--- src/rtl/lenient_sel_pkg.sv ---
package lenient_sel_pkg;
  // source chosen for the output in a given cycle
  typedef enum logic [1:0] {
    SRC_NONE = 2'd0,
    SRC_CH0  = 2'd1,
    SRC_CH1  = 2'd2,
    SRC_HELD = 2'd3
  } src_e;

  localparam int unsigned NUM_WAYS = 2;
  localparam int unsigned NUM_IN   = 2 * NUM_WAYS;
endpackage

--- src/rtl/lenient_sel_decode.sv ---
module lenient_sel_decode
  import lenient_sel_pkg::*;
#(
  parameter int unsigned WAYS = NUM_WAYS
) (
  input  logic [WAYS-1:0] dat_req,
  input  logic [WAYS-1:0] prd_req,
  input  logic [WAYS-1:0] prd_val,
  output src_e            src
);
  logic [WAYS-1:0] prd_true;
  logic [WAYS-1:0] prd_false;
  logic [WAYS-1:0] way_hit;

  // a value bit only counts while its request is high
  for (genvar w = 0; w < WAYS; w++) begin : g_gate
    assign prd_true[w]  = prd_req[w] &  prd_val[w];
    assign prd_false[w] = prd_req[w] & ~prd_val[w];
    assign way_hit[w]   = prd_true[w] & dat_req[w];
  end

  logic stale_ok;
  assign stale_ok = (&prd_false) & (&dat_req);

  always_comb begin
    src = SRC_NONE;
    if (way_hit[0])      src = SRC_CH0;
    else if (way_hit[1]) src = SRC_CH1;
    else if (stale_ok)   src = SRC_HELD;
  end
endmodule

--- src/rtl/lenient_sel_out.sv ---
module lenient_sel_out
  import lenient_sel_pkg::*;
#(
  parameter int unsigned DATA_W = 8
) (
  input  logic              clk,
  input  logic              rst,
  input  src_e              src,
  input  logic [DATA_W-1:0] data0,
  input  logic [DATA_W-1:0] data1,
  input  logic              out_ack,
  input  logic              round_done,
  output logic              out_req,
  output logic [DATA_W-1:0] out_data,
  output logic              produced
);
  logic fired_q;
  logic fire_now;

  assign fire_now = (src != SRC_NONE) && !out_req && !out_ack && !fired_q;
  assign produced = fired_q | fire_now;

  always_ff @(posedge clk) begin
    if (rst) begin
      out_req  <= 1'b0;
      out_data <= '0;
      fired_q  <= 1'b0;
    end else begin
      if (fire_now) begin
        out_req <= 1'b1;
        unique case (src)
          SRC_CH0: out_data <= data0;
          SRC_CH1: out_data <= data1;
          default: out_data <= out_data; // held word is the last emitted one
        endcase
      end else if (out_req && out_ack) begin
        out_req <= 1'b0;
      end
      if (fire_now)        fired_q <= 1'b1;
      else if (round_done) fired_q <= 1'b0;
    end
  end
endmodule

--- src/rtl/lenient_sel_ack.sv ---
module lenient_sel_ack #(
  parameter int unsigned CH = 4
) (
  input  logic          clk,
  input  logic          rst,
  input  logic [CH-1:0] reqs,
  input  logic          out_ack,
  input  logic          produced,
  output logic [CH-1:0] acks,
  output logic          round_done
);
  logic acked_q;
  logic ack_go;

  assign ack_go     = (&reqs) && !out_ack && produced && !acked_q;
  assign round_done = acked_q && (acks == '0);

  for (genvar c = 0; c < CH; c++) begin : g_ch
    always_ff @(posedge clk) begin
      if (rst)           acks[c] <= 1'b0;
      else if (ack_go)   acks[c] <= 1'b1;
      else if (!reqs[c]) acks[c] <= 1'b0;
    end
  end

  always_ff @(posedge clk) begin
    if (rst)             acked_q <= 1'b0;
    else if (ack_go)     acked_q <= 1'b1;
    else if (round_done) acked_q <= 1'b0;
  end
endmodule

--- src/rtl/lenient_sel_stage.sv ---
module lenient_sel_stage
  import lenient_sel_pkg::*;
#(
  parameter int unsigned DATA_W = 8
) (
  input  logic              clk,
  input  logic              rst,
  input  logic              in0_req,
  input  logic [DATA_W-1:0] in0_data,
  output logic              in0_ack,
  input  logic              in1_req,
  input  logic [DATA_W-1:0] in1_data,
  output logic              in1_ack,
  input  logic              sel0_req,
  input  logic              sel0_val,
  output logic              sel0_ack,
  input  logic              sel1_req,
  input  logic              sel1_val,
  output logic              sel1_ack,
  output logic              out_req,
  input  logic              out_ack,
  output logic [DATA_W-1:0] out_data
);
  src_e              src;
  logic              produced;
  logic              round_done;
  logic [NUM_IN-1:0] all_req;
  logic [NUM_IN-1:0] all_ack;

  // channel order: {sel1, sel0, in1, in0}
  assign all_req = {sel1_req, sel0_req, in1_req, in0_req};
  assign {sel1_ack, sel0_ack, in1_ack, in0_ack} = all_ack;

  lenient_sel_decode #(.WAYS(NUM_WAYS)) u_dec (
    .dat_req ({in1_req, in0_req}),
    .prd_req ({sel1_req, sel0_req}),
    .prd_val ({sel1_val, sel0_val}),
    .src     (src)
  );

  lenient_sel_out #(.DATA_W(DATA_W)) u_out (
    .clk        (clk),
    .rst        (rst),
    .src        (src),
    .data0      (in0_data),
    .data1      (in1_data),
    .out_ack    (out_ack),
    .round_done (round_done),
    .out_req    (out_req),
    .out_data   (out_data),
    .produced   (produced)
  );

  lenient_sel_ack #(.CH(NUM_IN)) u_ack (
    .clk        (clk),
    .rst        (rst),
    .reqs       (all_req),
    .out_ack    (out_ack),
    .produced   (produced),
    .acks       (all_ack),
    .round_done (round_done)
  );
endmodule

--- config.mk ---
export PLATFORM = sky130hd
export DESIGN_NAME = lenient_sel_stage
export DESIGN_NICKNAME = d
export VERILOG_FILES = /design/src/rtl/lenient_sel_pkg.sv /design/src/rtl/lenient_sel_decode.sv /design/src/rtl/lenient_sel_out.sv /design/src/rtl/lenient_sel_ack.sv /design/src/rtl/lenient_sel_stage.sv
export SDC_FILE = /design/constraint.sdc
export NUM_CORES = 1
export LEC_CHECK = 0
export BUFFER_PORTS_ARGS = -buffer_cell sky130_fd_sc_hd__buf_2
export CORE_MARGIN = 10
export CORE_UTILIZATION = 44
export CTS_BUF_LIST = sky130_fd_sc_hd__clkbuf_8 sky130_fd_sc_hd__clkbuf_16
export CTS_CLUSTER_DIAMETER = 60
export DETAILED_ROUTE_END_ITERATION = 10
export PLACE_DENSITY = 0.82
export SLEW_MARGIN = 20
export SYNTH_ARGS = -nofsm -noshare
export SYNTH_HDL_FRONTEND = slang
export SYNTH_HIERARCHICAL = 1
export SYNTH_SLANG_ARGS = --single-unit
--- constraint.sdc ---
create_clock -name clk -period 1.85 [get_ports clk]
set_input_delay 0.185 -clock clk [delete_from_list [all_inputs] [get_ports clk]]
set_output_delay 0.185 -clock clk [all_outputs]
set_load 0.05 [all_outputs]
==> results.md, run 1 <==
Status:
- The run finished with clean final reports.

Logic synthesis:
- Ranked by total cell area, the synthesized netlist is headed by dfxtp_1 (37%), a211oi_2 (12%), mux2i_1 (10%).
- The post-synthesis cell type count is 28.
- The synthesized instance count is 76.
- In this run the cell area of the synthesized design comes to 803 um^2.
- The post-synthesis async set-or-reset flop share is 0%.
- The most frequent cell after synthesis is dfxtp_1.
- The area share of the largest cell type after synthesis is 37.4%.
- The primary flip-flop cell chosen by synthesis mapping is dfxtp_1.
- The count of flip-flops with a built-in enable after synthesis is 0.
- The number of nets in the synthesized netlist is ~100.
- The post-synthesis average cell area is 10.6 um^2.
- Sequential elements use between 30% and 40% of the synthesized area.
- The commonest cells after synthesis are dfxtp_1 (15), a21oi_1 (10), a211oi_2 (8), mux2i_1 (8), nand2_1 (4).
- The flip-flop and latch count after synthesis is 15.
- For this run, the number of Yosys warnings is 6.
- Of all cell types, the one taking the most synthesized area is dfxtp_1.

Setup path:
- The arrival time reported for the critical path endpoint is 1710 ps.
- The worst setup path is captured at a flip-flop.
- The signal on the critical path passes through buf_2 -> a21bo_1 -> a21oi_1 -> inv_1 -> ha_1 -> nor2b_2 -> and2_4 -> a211oi_2.
- The worst setup path is of the in -> reg kind.
- For this design, the slowest cell found on the critical path is nor2b_2.
- The worst stage delay on the critical path is 320 ps.
- The kind of start point of the critical path is a primary input.
- The required arrival time at the worst endpoint is 1970 ps.
- The maximum fanout along the worst path is 9.

Cells and area:
- At the end of the flow, the number of nets in the layout was 150.
- The proportion of layout cells with a drive suffix above 1 is 50.8%.
- For this run, the share of the core covered by cells in the final layout is 63.4%.
- The total area of sequential cells is 300 um^2.
- Fill cells in the final layout number 166.
- The post-route cell area is 1090 um^2.
- The footprint of the multi-input gates is about 450 um^2.
- The layout-stage area growth over the synthesis result is 36.3%.
- The number of antenna diodes in the final layout is 0.

Run:
- The max capacitance violation total is 0.

STA:
- The count of pins over their slew limit is 0.
- The share of the clock period used by the worst path after layout is 85.9%.
- Subtracting the final worst setup slack from the clock period gives 1590 ps.
- Setup repair after global routing left no endpoint under its margin.
- Summed over all failing endpoints, the final setup total negative slack is 0 ps.
- The number of failing hold endpoints at the final stage was 0.
- For the pin with the worst max-slew slack, the measured transition is 343 ps.
- Timing would allow up to 630 MHz.
- Once routing completed, OpenROAD measured the worst setup slack at approximately 260 ps.
- In this run the tightest slew margin relative to its limit is 76.9%.
- Setup violations remaining at the end of the flow were counted as 0.
- The clock arrives with between 2 and 2.5 ps of skew.

Routing:
- The violation count after the first detailed-route iteration is 33.
- The remaining number of nets flagged by the antenna check after routing is 0.
- Across all layers, the routed design uses 744 vias.
- The routed wirelength normalized by instance count is 14.7 um.
- Dividing the detail-routed via count by the number of cells gives 5.06.
- The first detailed-routing pass took 4 iterations.
- The residual DRC count is 0.
- The total routed wirelength is 2160 um.

Placed design:
- The HPWL after detailed placement is 1780 um.
- The final estimated routing congestion in global placement is 0.755.
- In this run the cell area measured after placement is 1050 um^2.
- The pre-CTS worst setup slack is -141 ps.
- The number of buffer cells added on primary ports is 37.

Clocking:
- The clock passes through at most 2 buffers.
- The clock buffer count from CTS is 3.
- Clock tree synthesis found a total of 15 sinks.
- The clock input transition at the sequential cells of the worst setup and hold paths is 60 ps.
- The library cell used as clock root buffer is clkbuf_8.
- Buffers added to address setup during post-CTS repair amount to 0.
- CTS built an H-tree with a depth of 1.
- The clock insertion delay at the later pin of the skew report is 240 ps.
- The clock tree from TritonCTS is built.

Die:
- The core footprint is 1730 um^2.
- The die is 62.7 um wide.
- In this run the core area contains 15 standard-cell rows.
- The die covers 3930 um^2.
- The starting density of the core is 46.5%.
- In this run the vertical extent of the chip is 62.7 um.
- 38 I/O pins were placed.

Power:
- The total power divided by cell area is 663 nW/um^2.
- The peak supply drop is 0.368 mV.
- The static power due to leakage is 0.483 nW.

GRT:
- The final global-route overflow total is 0.
- Entering global routing, the biggest net connects 17 pins.
- The via count of the first global-routing pass was 860.
- The first global-routing pass estimated around 3700 um of wire.
- The initial antenna violation count is 0.
- The global router's overall resource usage is 11.1%.

Worst hold path:
- The class of the worst hold path is in -> reg.
cell type report:
type	instances	area share [%]
sequential	15	27.4
tap	25	2.86
inverter	3	1.03
timing repair buffer	46	23.1
clock inverter	1	0.343
clock buffer	3	3.77
multi-input combinational	54	41.5
metrics by stage:
stage	total power, mW	instances	hold WS [ps]
floorplan	0.426	76	264
global placement	0.477	143	418
detailed placement	0.482	143	426
CTS	0.735	147	165
global route	0.760	147	181
finish	0.726	147	168
timing repair:
| item | in CTS | in global routing |
|---|---|---|
| hold buffers | 0 | 0 |
| resized for setup | 0 | 1 |
| setup endpoints to repair | 0 | 8 |
critical path, delay by kind of cell:
kind	cells	cell delay [ps]
buffers and inverters	2	190
AO/OA/AOI/OAI	3	450
adder cells (fa/ha/maj)	1	270
AND/OR/NAND/NOR	2	610
power by group:
part           internal [mW]  leakage, nW  switching [mW]
registers              0.330        0.121         0.00529
clock network          0.147       0.0269           0.105
logic                 0.0617        0.335          0.0775
total                  0.539        0.483           0.187
sequential cells by signal, indices dropped and copies added (netlist names):
name and count:
u_out/fired_q 1, u_out/out_req 1, u_ack/acked_q 1, u_out/out_data 8, u_ack/acks 4
path summary, 6_finish.rpt:
path | end | cells after the start | slack, ps | startpoint
max | u_out/out_data[4] | 8 | 260 | in0_req
max reg2reg | u_out/fired_q | 4 | 650 | u_ack/acks[2]
min reg2reg | u_ack/acks[2] | 2 | 490 | u_ack/acks[2]
min | u_out/out_req | 2 | 170 | out_ack
layout by cell type (no fill, tap or decap), types with 2 or more instances in the layout:
cell      synthesis  final
mux2i_1           8      8
a21oi_1          10     10
buf_4             0      9
inv_1             3      4
nand3b_1          2      2
clkbuf_8          0      3
nand2_1           4      4
buf_2             0     37
and2_1            2      2
dfxtp_1          15     15
o22ai_1           3      3
a211oi_2          8      8
nor2_1            2      2
ha_1              2      2
cell families (layout without fill, tap and decap cells):
logic type | after synthesis | after routing | synth area share, %
AND/OR/NAND/NOR | 19 | 19 | 17.9
AO/OA/AOI/OAI | 25 | 25 | 25.2
buffers and inverters | 7 | 53 | 6.39
flip-flops | 15 | 15 | 37.4
adder cells (fa/ha/maj) | 2 | 2 | 3.11
multiplexers | 8 | 8 | 9.97
metal layers:
metal | share of wire [%] | routed length [um] | global-route usage (%) | up-vias
li1 | - | - | - | 373
met1 | 48 | 1030 | 13.3 | 333
met2 | 46 | 990 | 18.2 | 36
met3 | 5.7 | 123 | 3.58 | 2
met4 | 0.65 | 14 | 3.35 | 0
met5 | 0 | 0 | 0 | -
(Power assumes the default switching activity.)
==> run 2, diff against run 1 <==
- CORE_UTILIZATION: 44 -> 42
- SYNTH_HIERARCHICAL: 1 -> default
==> run 2 against run 1 <==
- synthesized cell count decreased by 1.3%
- first-iteration DRC count decreased by 76%
- synthesized area decreased by 13%
- hold slack improved by 8.9 ps
- clock skew increased by 3.1 ps
- routed wire length decreased by 13%
- die area decreased by 5.8%
- setup slack got worse by 72 ps
- cell count decreased by 8.8%
- via count decreased by 8.3%
==> results.md, run 2 <==
STA:
- The number of failing hold endpoints at the final stage is 0 (unchanged).
- The worst slew margin relative to its limit is 72.9% (was 76.9%).
- The pin slew with the least headroom to its limit is 402 ps (was 343 ps).
- The maximum frequency from static timing analysis came to 602 MHz (was 630 MHz).
- The final critical path time including I/O delays and setup is 1660 ps (was 1590 ps).
- The count of pins over their slew limit is 0 (unchanged).
- The final setup slack of the worst path is 190 ps (was 262 ps).
- The post-route clock skew is 5.25 ps (was 2.16 ps).
- Setup repair after global routing missed its margin: false (unchanged).
- The setup violation total in the final timing report is 0 (unchanged).
- The share of the clock period used by the worst path after layout was 89.7% (was 85.9%).
- The final hold slack was 177 ps (was 168 ps).

Die:
- The total I/O pin count came to 38 (unchanged).
- The y dimension of the die is 60.9 um (was 62.7 um).
- The core footprint is 1540 um^2 (was 1730 um^2).
- The horizontal extent of the die is 60.9 um (was 62.7 um).
- The area of the die is 3710 um^2 (was 3930 um^2).
- The starting density of the core came to 45.5% (was 46.5%).
- The floorplan row count was 14 (was 15).

Cells and area:
- The proportion of layout cells with a drive suffix above 1 is 42.4% (was 50.8%).
- The layout-stage area growth over the synthesis result came to 43.0% (was 36.3%).
- The total number of nets in the final design is 146 (was 150).
- The post-route non-filler standard cell count is 134 (was 147).
- The flip-flop count of the largest register after layout is 8 (unchanged).
- The number of diodes came to 0 (unchanged).
- Largest registers in the final layout: u_out.out_data (8), u_ack.acks (4) (was u_out/out_data (8), u_ack/acks (4)).
- The number of filler cells placed in the layout came to 141 (was 166).
- The register name with the most flops was u_out.out_data (was u_out/out_data).
- The most common cell after layout, fill and taps aside is buf_2 (unchanged).
- Commonest non-fill, non-tap cells in the layout: buf_2 (37), dfxtp_1 (15), mux2i_1 (8), a21oi_1 (8), a211oi_1 (8) (was buf_2 (37), dfxtp_1 (15), a21oi_1 (10), buf_4 (9)).
- The final cell utilization of the core is 65.1% (was 63.4%).

Logic synthesis:
- The count of yosys warnings during synthesis is 0 (was 6).
- Cells taking the most area after synthesis: dfxtp_1 (43%), mux2i_1 (11%), a211oi_1 (8.6%) (was dfxtp_1 (37%), a211oi_2 (12%), mux2i_1 (10%)).
- The most frequent cell after synthesis is dfxtp_1 (unchanged).
- Top cell types by occurrence after synthesis: dfxtp_1 (15), a211oi_1 (8), a21oi_1 (8), mux2i_1 (8), nand2_1 (6) (was dfxtp_1 (15), a21oi_1 (10), a211oi_2 (8), mux2i_1 (8), nand2_1 (4)).
- The primary flip-flop cell chosen by synthesis mapping is dfxtp_1 (unchanged).
- The flip-flop and latch count after synthesis is 15 (unchanged).
- The synthesized netlist net count came to 102 (was 103).
- The post-synthesis cell type count is 22 (was 28).
- The count of flip-flops with a built-in enable after synthesis came to 0 (unchanged).
- The sequential element share of the synthesized area is 42.8% (was 37.4%).
- The post-synthesis average cell area is 9.36 um^2 (was 10.6 um^2).
- The summed instance area of the synthesized netlist was 702 um^2 (was 803 um^2).
- The largest area contributor in the netlist is dfxtp_1 (unchanged).
- The synthesized instance count was 75 (was 76).
- The area share of the largest cell type after synthesis is 42.8% (was 37.4%).
- The post-synthesis async set-or-reset flop share was 0% (unchanged).

Routing:
- The total routed wirelength is 1880 um (was 2160 um).
- The violation count after the first detailed-route iteration was 8 (was 33).
- The remaining number of nets flagged by the antenna check after routing is 0 (unchanged).
- The number of vias after detailed routing is 682 (was 744).
- The routed wirelength normalized by instance count was 14.0 um (was 14.7 um).
- The residual DRC count is 0 (unchanged).
- The first-pass iteration count of the detailed router came to 4 (unchanged).
- The routed via count divided by cell count is 5.09 (was 5.06).

Clocking:
- The library cell used as clock root buffer is clkbuf_8 (unchanged).
- The clock insertion delay at the later pin of the skew report is 250 ps (was 240 ps).
- The count of cells resized by post-cts repair is 0 (unchanged).
- The number of setup buffers added after CTS is 0 (unchanged).
- The count of hold-fix buffers inserted at cts was 0 (unchanged).
- The clock sink count came to 15 (unchanged).
- The clock buffer count from CTS was 3 (unchanged).
- The maximum level of the CTS H-tree is 1 (unchanged).
- The clock input transition at the sequential cells of the worst setup and hold paths is 60 ps (about the same).
- The clock tree from TritonCTS is built (unchanged).
- The maximum root-to-sink buffer count is 2 (unchanged).

Power:
- The peak supply drop came to 0.365 mV (was 0.368 mV).
- The switching fraction of total power is 26.2% (was 25.8%).
- The static power due to leakage came to 0.436 nW (was 0.483 nW).
- The sequential power share is 46.0% (was 46.2%).
- The total power divided by cell area is 732 nW/um^2 (was 663 nW/um^2).
- The clock power share is 35.7% (was 34.6%).
- The part of the power in combinational logic came to 18.2% (was 19.2%).
- The net switching power of the design is 192 uW (was 187 uW).
- The total chip power was 734 uW (was 726 uW).
- The design internal power is 542 uW (was 539 uW).

GRT:
- The initial antenna violation count was 0 (unchanged).
- The largest net degree at the start of global routing was 17 (unchanged).
- The global router's overall resource usage is 10.7% (was 11.1%).
- The final global-route overflow total is 0 (unchanged).
- The via count of the first global-routing pass is 771 (was 860).
- The global-route wire length before repair is 3130 um (was 3740 um).

Setup path:
- The launching point of the worst reg2reg path is u_out.fired_q (was u_ack/acks[2]).
- The worst reg-to-reg setup slack was 600 ps (was 650 ps).
- The maximum fanout along the worst path is 8 (was 9).
- The required arrival time at the worst endpoint is 1960 ps (was 1970 ps).
- The kind of end point of the critical path is a flip-flop (unchanged).
- The arrival time reported for the critical path endpoint came to 1770 ps (was 1710 ps).
- The critical setup path kind is in -> reg (unchanged).
- The kind of start point of the critical path is a primary input (unchanged).
- The cell depth of the worst flop-to-flop path was 3 (was 4).
- The worst setup path endpoint is u_out.out_data[0] (was u_out/out_data[4]).
- The launch point of the critical path is sel0_req (was in0_req).
- The endpoint of the most critical register-to-register path was u_out.out_data[0] (was u_out/fired_q).

Placed design:
- The number of buffer cells added on primary ports is 37 (unchanged).
- The final estimated routing congestion in global placement came to 0.811 (was 0.755).
- The HPWL after detailed placement is 1560 um (was 1780 um).
- The total placed cells including tap cells was 130 (was 143).
- The pre-CTS worst setup slack is -52.2 ps (was -141 ps).

Status:
- Status: complete, no violations (unchanged).

Run:
- The max capacitance violation total came to 0 (unchanged).

Worst hold path:
- The class of the worst hold path is in -> reg (unchanged).
==> run 2: cell types whose count changed in the layout (fill, tap and decap cells not counted), sizes merged, moves of 2 or more <==
cell / delta
o21ai: +4
buf: -3
inv: -3
nor2: +3
o22ai: -3
a21oi: -2
nand2: +2
nand3b: -2
==> run 2: worst min path at each step <==
stage	startpoint	to	slack, ps	cells past startpoint
floorplan	out_ack	u_out.out_req	260	1
global route	out_ack	u_out.out_req	190	2
detailed placement	out_ack	u_out.out_req	440	2
finish	out_ack	u_out.out_req	180	2
CTS	out_ack	u_out.out_req	170	2
global placement	out_ack	u_out.out_req	440	2
==> run 2: cells by family after synthesis <==
| group | synth area share, % |
|---|---|
| AO/OA/AOI/OAI | 21.2 |
| adder cells (fa/ha/maj) | 3.56 |
| buffers and inverters | 3.74 |
| flip-flops | 42.8 |
| multiplexers | 11.4 |
| AND/OR/NAND/NOR | 17.3 |
==> run 2: critical path: stages <==
cell,delay [ps]
buf_2,110
and2_1,180
nand2_1,80
or3b_4,380
ha_4,170
nor4_4,210
and2_1,330
a211oi_1,130
==> run 2: layout make-up <==
| class | count | area [um^2] | share of cell area (%) |
|---|---|---|---|
| Clock inverter | 1 | 5.00 | 0.499 |
| Sequential cell | 15 | 300 | 29.9 |
| Clock buffer | 3 | 41.3 | 4.11 |
| Timing Repair Buffer | 43 | 243 | 24.2 |
| Inverter | 1 | 3.75 | 0.374 |
| Multi-Input combinational cell | 55 | 390 | 38.9 |
| Tap cell | 16 | 20.0 | 2.00 |
==> run 2: layer usage <==
metal | up-vias | part of all wire, % | GRT usage, %
li1 | 364 | - | -
met5 | - | 0 | 0
met3 | 0 | 11 | 4.38
met2 | 31 | 42 | 15.3
met4 | 0 | 0 | 4.70
met1 | 287 | 47 | 13.7
==> run 2: power groups by stage <==
| stage | Combinational [mW] | Clock, mW | Sequential, mW |
|---|---|---|---|
| floorplan | 0.0541 | 0 | 0.366 |
| global placement | 0.132 | 0 | 0.345 |
| detailed placement | 0.135 | 0 | 0.345 |
| CTS | 0.135 | 0.269 | 0.338 |
| global route | 0.149 | 0.280 | 0.339 |
| finish | 0.134 | 0.262 | 0.338 |
==> run 2: per-stage QoR <==
stage / area (um^2) / TNS [ps]
after detailed placement: 957 / -354
after global routing: 1000 / 0
after floorplan: 717 / 0
after CTS: 1000 / 0
final: 1000 / 0
after global placement: 957 / -76.7
